File: src/rtl/srx_pkg.sv
package srx_pkg;
  typedef enum logic [1:0] {
    FMT_TDM_OFFSET  = 2'd0,
    FMT_TDM_TWOS    = 2'd1,
    FMT_PAR_OFFSET  = 2'd2,
    FMT_PAR_OFFSET2 = 2'd3
  } srx_fmt_e;

  function automatic logic fmt_is_parallel(input logic [1:0] f);
    return f[1];
  endfunction

  function automatic logic fmt_is_offset(input logic [1:0] f);
    return f != FMT_TDM_TWOS;
  endfunction
endpackage

File: src/rtl/srx_sync.sv
module srx_sync #(
  parameter int N      = 4,
  parameter int STAGES = 2,
  parameter int N_EDGE = 2
) (
  input  logic          clk,
  input  logic          rst_n,
  input  logic [N-1:0]  din,
  output logic [N-1:0]  lvl,
  output logic [N_EDGE-1:0] rise
);
  logic [N-1:0] pipe [STAGES];
  logic [N_EDGE-1:0] prv;

  for (genvar g = 0; g < STAGES; g++) begin : g_stage
    if (g == 0) begin : g_first
      always_ff @(posedge clk) begin
        if (!rst_n) pipe[g] <= '0;
        else        pipe[g] <= din;
      end
    end else begin : g_next
      always_ff @(posedge clk) begin
        if (!rst_n) pipe[g] <= '0;
        else        pipe[g] <= pipe[g-1];
      end
    end
  end

  always_ff @(posedge clk) begin
    if (!rst_n) prv <= '0;
    else        prv <= pipe[STAGES-1][N_EDGE-1:0];
  end

  assign lvl  = pipe[STAGES-1];
  assign rise = pipe[STAGES-1][N_EDGE-1:0] & ~prv;
endmodule

File: src/rtl/srx_lane.sv
module srx_lane #(
  parameter int W = 16
) (
  input  logic         clk,
  input  logic         rst_n,
  input  logic         par_mode,
  input  logic         bit_stb,
  input  logic         bit_val,
  input  logic         sel,
  input  logic         word_end,
  input  logic         capture,
  output logic [W-1:0] word_hold
);
  localparam int CW = $clog2(W + 1);

  logic [W-1:0]  acc, acc_next;
  logic [CW-1:0] cnt;

  always_comb begin
    acc_next = acc;
    if (par_mode) begin
      acc_next = {acc[W-2:0], bit_val};
    end else begin
      for (int i = 0; i < W; i++) begin
        if (cnt == CW'(W - 1 - i)) acc_next[i] = bit_val;
      end
    end
  end

  always_ff @(posedge clk) begin
    if (!rst_n) begin
      acc       <= '0;
      cnt       <= '0;
      word_hold <= '0;
    end else begin
      if (bit_stb && (par_mode || sel)) begin
        if (!par_mode && word_end) begin
          word_hold <= acc_next;
          acc       <= '0;
          cnt       <= '0;
        end else begin
          acc <= acc_next;
          if (!par_mode && cnt < CW'(W)) cnt <= cnt + 1'b1;
        end
      end
      if (capture && par_mode) word_hold <= acc;
    end
  end

  assert_count_bound_R7: assert property (@(posedge clk) disable iff (!rst_n)
    cnt <= CW'(W));
endmodule

File: src/rtl/srx_frame_ctl.sv
module srx_frame_ctl (
  input  logic       clk,
  input  logic       rst_n,
  input  logic       par_mode,
  input  logic       bclk_rise,
  input  logic       frm_lvl,
  input  logic       frm_rise,
  output logic [1:0] lane_sel,
  output logic       word_end,
  output logic       capture,
  output logic       commit
);
  logic       ws_prev, have_prev, tgt;
  logic [1:0] bnd_cnt;

  assign tgt      = have_prev ? ws_prev : frm_lvl;
  assign lane_sel = {tgt, ~tgt};
  assign word_end = !par_mode && have_prev && (frm_lvl != ws_prev);
  assign capture  = par_mode && frm_rise;

  always_ff @(posedge clk) begin
    if (!rst_n) begin
      ws_prev   <= 1'b0;
      have_prev <= 1'b0;
      bnd_cnt   <= '0;
      commit    <= 1'b0;
    end else begin
      commit <= capture ||
                (bclk_rise && word_end && ws_prev && bnd_cnt == 2'd2);
      if (bclk_rise && !par_mode) begin
        ws_prev   <= frm_lvl;
        have_prev <= 1'b1;
        if (word_end && bnd_cnt != 2'd2) bnd_cnt <= bnd_cnt + 2'd1;
      end
    end
  end

  assert_commit_source_R3: assert property (@(posedge clk) disable iff (!rst_n)
    commit |-> $past(bclk_rise || frm_rise));
  assert_no_early_commit_R8: assert property (@(posedge clk) disable iff (!rst_n)
    (commit && !par_mode) |-> $past(bnd_cnt == 2'd2));
endmodule

File: src/rtl/stereo_serial_rx.sv
module stereo_serial_rx
  import srx_pkg::*;
#(
  parameter int SAMPLE_W    = 16,
  parameter int SYNC_STAGES = 2
) (
  input  logic                clk,
  input  logic                rst_n,
  input  logic [1:0]          fmt,
  input  logic                bclk_in,
  input  logic                frame_in,
  input  logic                sdata_l,
  input  logic                sdata_r,
  output logic [SAMPLE_W-1:0] left_smp,
  output logic [SAMPLE_W-1:0] right_smp,
  output logic                smp_valid
);
  localparam int NUM_IN    = 4;
  localparam int NUM_EDGE  = 2;
  localparam int NUM_LANES = 2;
  localparam int IDX_BCLK  = 0;
  localparam int IDX_FRM   = 1;
  localparam int IDX_DL    = 2;
  localparam int IDX_DR    = 3;
  localparam logic [SAMPLE_W-1:0] MSB_MASK = {1'b1, {(SAMPLE_W-1){1'b0}}};

  logic [NUM_IN-1:0]   s_lvl;
  logic [NUM_EDGE-1:0] s_rise;
  logic                par_mode;
  logic [1:0]          lane_sel;
  logic                word_end, capture, commit;
  logic [SAMPLE_W-1:0] lane_word [NUM_LANES];
  logic [SAMPLE_W-1:0] flip;

  assign par_mode = fmt_is_parallel(fmt);
  assign flip     = fmt_is_offset(fmt) ? MSB_MASK : '0;

  srx_sync #(.N(NUM_IN), .STAGES(SYNC_STAGES), .N_EDGE(NUM_EDGE)) u_sync (
    .clk  (clk),
    .rst_n(rst_n),
    .din  ({sdata_r, sdata_l, frame_in, bclk_in}),
    .lvl  (s_lvl),
    .rise (s_rise)
  );

  srx_frame_ctl u_ctl (
    .clk      (clk),
    .rst_n    (rst_n),
    .par_mode (par_mode),
    .bclk_rise(s_rise[IDX_BCLK]),
    .frm_lvl  (s_lvl[IDX_FRM]),
    .frm_rise (s_rise[IDX_FRM]),
    .lane_sel (lane_sel),
    .word_end (word_end),
    .capture  (capture),
    .commit   (commit)
  );

  for (genvar c = 0; c < NUM_LANES; c++) begin : g_lane
    logic bit_src;
    if (c == 0) begin : g_l
      assign bit_src = s_lvl[IDX_DL];
    end else begin : g_r
      assign bit_src = par_mode ? s_lvl[IDX_DR] : s_lvl[IDX_DL];
    end
    srx_lane #(.W(SAMPLE_W)) u_lane (
      .clk      (clk),
      .rst_n    (rst_n),
      .par_mode (par_mode),
      .bit_stb  (s_rise[IDX_BCLK]),
      .bit_val  (bit_src),
      .sel      (lane_sel[c]),
      .word_end (word_end),
      .capture  (capture),
      .word_hold(lane_word[c])
    );
  end

  always_ff @(posedge clk) begin
    if (!rst_n) begin
      left_smp  <= '0;
      right_smp <= '0;
      smp_valid <= 1'b0;
    end else begin
      smp_valid <= commit;
      if (commit) begin
        left_smp  <= lane_word[0] ^ flip;
        right_smp <= lane_word[1] ^ flip;
      end
    end
  end

  assert_strobe_pulse_R9: assert property (@(posedge clk) disable iff (!rst_n)
    smp_valid |=> !smp_valid);
  assert_left_hold_R9: assert property (@(posedge clk) disable iff (!rst_n)
    (left_smp != $past(left_smp)) |-> smp_valid);
  assert_right_hold_R9: assert property (@(posedge clk) disable iff (!rst_n)
    (right_smp != $past(right_smp)) |-> smp_valid);
endmodule

File: config.mk
export PLATFORM = sky130hd
export DESIGN_NAME = stereo_serial_rx
export DESIGN_NICKNAME = d
export VERILOG_FILES = /design/src/rtl/srx_pkg.sv /design/src/rtl/srx_sync.sv /design/src/rtl/srx_lane.sv /design/src/rtl/srx_frame_ctl.sv /design/src/rtl/stereo_serial_rx.sv
export SDC_FILE = /design/constraint.sdc
export NUM_CORES = 1
export LEC_CHECK = 0
export ABC_AREA = 1
export CORE_UTILIZATION = 45
export CTS_CLUSTER_DIAMETER = 120
export DETAILED_ROUTE_END_ITERATION = 12
export GPL_ROUTABILITY_DRIVEN = 0
export GPL_TIMING_DRIVEN = 0
export PLACE_DENSITY_LB_ADDON = 0.15
export SETUP_SLACK_MARGIN = 0.4
export SYNTH_ARGS = -nofsm -noshare
export SYNTH_HDL_FRONTEND = slang
export SYNTH_HIERARCHICAL = 1
export SYNTH_SLANG_ARGS = --single-unit
File: constraint.sdc
create_clock -name clk -period 1.87 [get_ports clk]
set_clock_uncertainty 0.15 [all_clocks]
set_input_delay 0.374 -clock clk [delete_from_list [all_inputs] [get_ports clk]]
set_output_delay 0.374 -clock clk [all_outputs]
set_load 0.05 [all_outputs]
==> flow_metrics.tcl <==
set metrics [dict create \
    rsz0062_at_grt "yes" \
    top_layer "met4" \
    antenna_cells 0 \
    outcome "finished with violations" \
    grt_max_degree 17 \
    hp-start "fmt[1]" \
    r2r_cells 13 \
    wl_mm 17.8 \
    synthCells 924 \
    fin_util_pct 66.6 \
    final_cell_count_no_fill 1220 \
    crit_arrival_ns 2.07 \
    drt-wirelength-per-cell_um 14.6 \
    startpoint_type "flop" \
    start_util_pct 46.4 \
    reg2reg_setup_slack_ns -0.005 \
    coreArea_sq_mm 0.0133 \
    ant_nets 0 \
    drv_cap 0 \
    finalHoldViolCount 0 \
    placed_cells 1140 \
    drt_iter0_drc 506 \
    drive_gt1_share_pct 39.9 \
    drc 0 \
    clkTransAtPathRegs_ns 0.06 \
    cts_tree "built" \
    period_needed_ns 1.87 \
    reg2reg_to "g_lane[0].u_lane/cnt[4]$_SDFFE_PN0P_" \
    vias 6176 \
    synth_top_area_share_pct 39.4 \
    finalCritPeriodShare_pct 100 \
    vias_per_cell 5.06 \
    syn_nets 943 \
    setup_viol 1 \
    ys_seq_elements 122 \
    clk_latency_ns 0.42 \
    final_area_sq_mm 0.00889 \
    dpl_cell_area_sq_mm 0.00693 \
    cts_num_sinks 122 \
    yosysSeqAreaShare_pct 39.4 \
    p_leak_nw 3.86 \
    cp_max_fo 5 \
    yosysTopAreaCell "dfxtp_1" \
    hold_slack_ns 0.236 \
    first_global_vias 5741 \
    grt_pass1_wl_mm 28.1 \
    critPathRequiredTime_ns 2.07 \
    hold_depth 3 \
    grt_overflow 0 \
    worstHoldEndpoint "u_ctl/commit$_SDFF_PN0_" \
    routed-wl-met3_mm 1.07 \
    synth_area_leaders "dfxtp_1 39%, nand2_1 15%, nor2_1 8.9%, nand3_1 5.7%, inv_1 4.9%" \
    synthesis.area_sq_mm 0.00620 \
    die_h_um 119 \
    violations "negative setup slack" \
    drv_slew 0 \
    cts_buffer_depth 2 \
    fmax_mhz 533 \
    peakVddDrop_uv 706 \
    r2r_start "u_sync/pipe[1][1]$_SDFF_PN0_" \
    portBuffers 40 \
    met1Wirelength_mm 8.19 \
    dieArea_sq_mm 0.0142 \
    core.rowCount 42 \
    first_pass_iters 5 \
    hp-class "in -> reg" \
    cts_buffers 17 \
    place_hpwl_mm 11.1 \
    io_pins 41 \
    synth_area_per_cell_sq_um 6.71 \
    worst_pin_slew_ns 0.545 \
    root_buffer "clkbuf_16" \
    met2_length_mm 8.27 \
    htreeDepth 4 \
    nFillCells 1141 \
    ys_types 26 \
    final_nets 1051 \
    slew_headroom_pct 63.7 \
    area_growth_pct 43.4 \
    synth_warnings 6 \
    die_width_um 119 \
    path_class "reg -> reg" \
    antenna_found_initial 0 \
    powerDensity_mw_per_mm2 735 \
    grtUsageTotal_pct 25.2 \
    endpoint_kind "flop" \
    setup_ws_ns -0.00456 \
]
==> Yosys cell counts <==
cell type,count
buf_6,8
dfxtp_1,122
inv_4,3
clkinv_1,2
nand2_4,3
nor2_1,147
buf_4,5
nor2_2,22
buf_8,2
a21oi_2,19
nand2_2,6
buf_1,2
nor3_1,4
o21ai_0,42
clkbuf_1,10
nor2_4,6
a211oi_1,4
ha_1,11
o21ai_4,2
nand3_1,71
nand2_1,249
buf_2,13
a21oi_1,54
inv_1,81
o21ai_1,30
inv_2,6
==> metrics by stage <==
stage | setup WS [ns] | setup TNS [ns] | power (mW)
6_report | -0.00456 | -0.00456 | 6.54
5_1_grt | -0.0952 | -0.375 | 6.76
4_1_cts | 0.0481 | 0 | 6.52
3_5_place_dp | -1.13 | -70.70 | 3.14
3_3_place_gp | -1.15 | -71.63 | 3.14
2_1_floorplan | 0.173 | 0 | 3.00
==> how the worst max path moves through the flow <==
stage,startpoint,to,slack [ns]
6_report,u_sync/pipe[1][1]$_SDFF_PN0_,g_lane[0].u_lane/cnt[4]$_SDFFE_PN0P_,-0.005
5_1_grt,u_sync/pipe[1][1]$_SDFF_PN0_,g_lane[0].u_lane/cnt[3]$_SDFFE_PN0P_,-0.1
4_1_cts,u_ctl/have_prev$_SDFFE_PN0P_,g_lane[1].u_lane/word_hold[15]$_SDFFE_PN0P_,0.05
3_5_place_dp,fmt[1],g_lane[1].u_lane/word_hold[8]$_SDFFE_PN0P_,-1.13
3_3_place_gp,fmt[1],g_lane[1].u_lane/acc[14]$_SDFFE_PN0P_,-1.15
2_1_floorplan,u_sync/pipe[1][1]$_SDFF_PN0_,g_lane[1].u_lane/word_hold[12]$_SDFFE_PN0P_,0.17
==> cell type report <==
cell class / count / area (sq um) / area share [%]
Inverter: 92 / 370 / 4.17
Tap cell: 176 / 220 / 2.48
Sequential cell: 122 / 2500 / 28.2
Clock inverter: 8 / 118 / 1.32
Clock buffer: 23 / 478 / 5.38
Multi-Input combinational cell: 670 / 3890 / 43.8
Buffer: 40 / 329 / 3.70
Timing Repair Buffer: 89 / 973 / 11.0
==> cells in the final DEF (no fill, tap or decap), drive strengths merged <==
| cell type | netlist | layout |
|---|---|---|
| a211oi | 4 | 4 |
| a21oi | 73 | 73 |
| buf | 30 | 111 |
| bufinv | 0 | 3 |
| clkbuf | 10 | 35 |
| clkdlybuf4s15 | 0 | 1 |
| clkdlybuf4s50 | 0 | 5 |
| clkinv | 2 | 6 |
| clkinvlp | 0 | 1 |
| dfxtp | 122 | 122 |
| ha | 11 | 11 |
| inv | 90 | 90 |
| nand2 | 258 | 258 |
| nand3 | 71 | 71 |
| nor2 | 175 | 175 |
| nor3 | 4 | 4 |
| o21ai | 74 | 74 |
==> per-layer routing <==
layer / vias up / GRT usage, %
li1: 3148 / -
met1: 2826 / 34.0
met2: 180 / 39.2
met3: 22 / 5.22
met4: 0 / 9.92
met5: - / 0
==> worst max-delay path: stages (launching register included) <==
cell	delay, ns
dfxtp_4	0.38
inv_2	0.04
nand2_2	0.07
nand2_2	0.07
nor2_4	0.20
buf_6	0.14
buf_6	0.09
nor2_2	0.04
nor2_2	0.12
nand2_2	0.12
inv_2	0.12
buf_4	0.12
nand3_2	0.05
o21ai_1	0.10
==> repair_timing <==
action	4_1_cts	5_1_grt
buffers inserted	28	16
hold buffers	0	0
cloned	3	2
resized for setup	367	162
pin swaps	39	50
endpoints found under the setup margin	143	103
==> cells by family (layout without fill, tap and decap cells) <==
kind of cell,Yosys count,in the layout,synth area share [%]
flops,122,122,39.4
compound gates,151,151,13.9
buf+inv,132,252,10.0
simple gates,508,508,34.5
fa+ha+maj,11,11,2.22
==> sequential cells by signal (all words and copies together) (netlist names) <==
name and flops:
u_sync/pipe 8, u_ctl/bnd_cnt 2, u_ctl/commit 1, smp_valid 1
g_lane.u_lane/acc 32, u_sync/prv 2, u_ctl/ws_prev 1, g_lane.u_lane/word_hold 32
u_ctl/have_prev 1, left_smp 16, right_smp 16, g_lane.u_lane/cnt 10
==> power by group <==
group | switching (mW) | internal [mW] | total (mW)
Sequential | 0.0361 | 2.65 | 2.68
Clock | 1.14 | 2.18 | 3.32
Combinational | 0.339 | 0.191 | 0.530
Total | 1.51 | 5.02 | 6.54
Note: power is estimated with default switching activity, not from simulation.
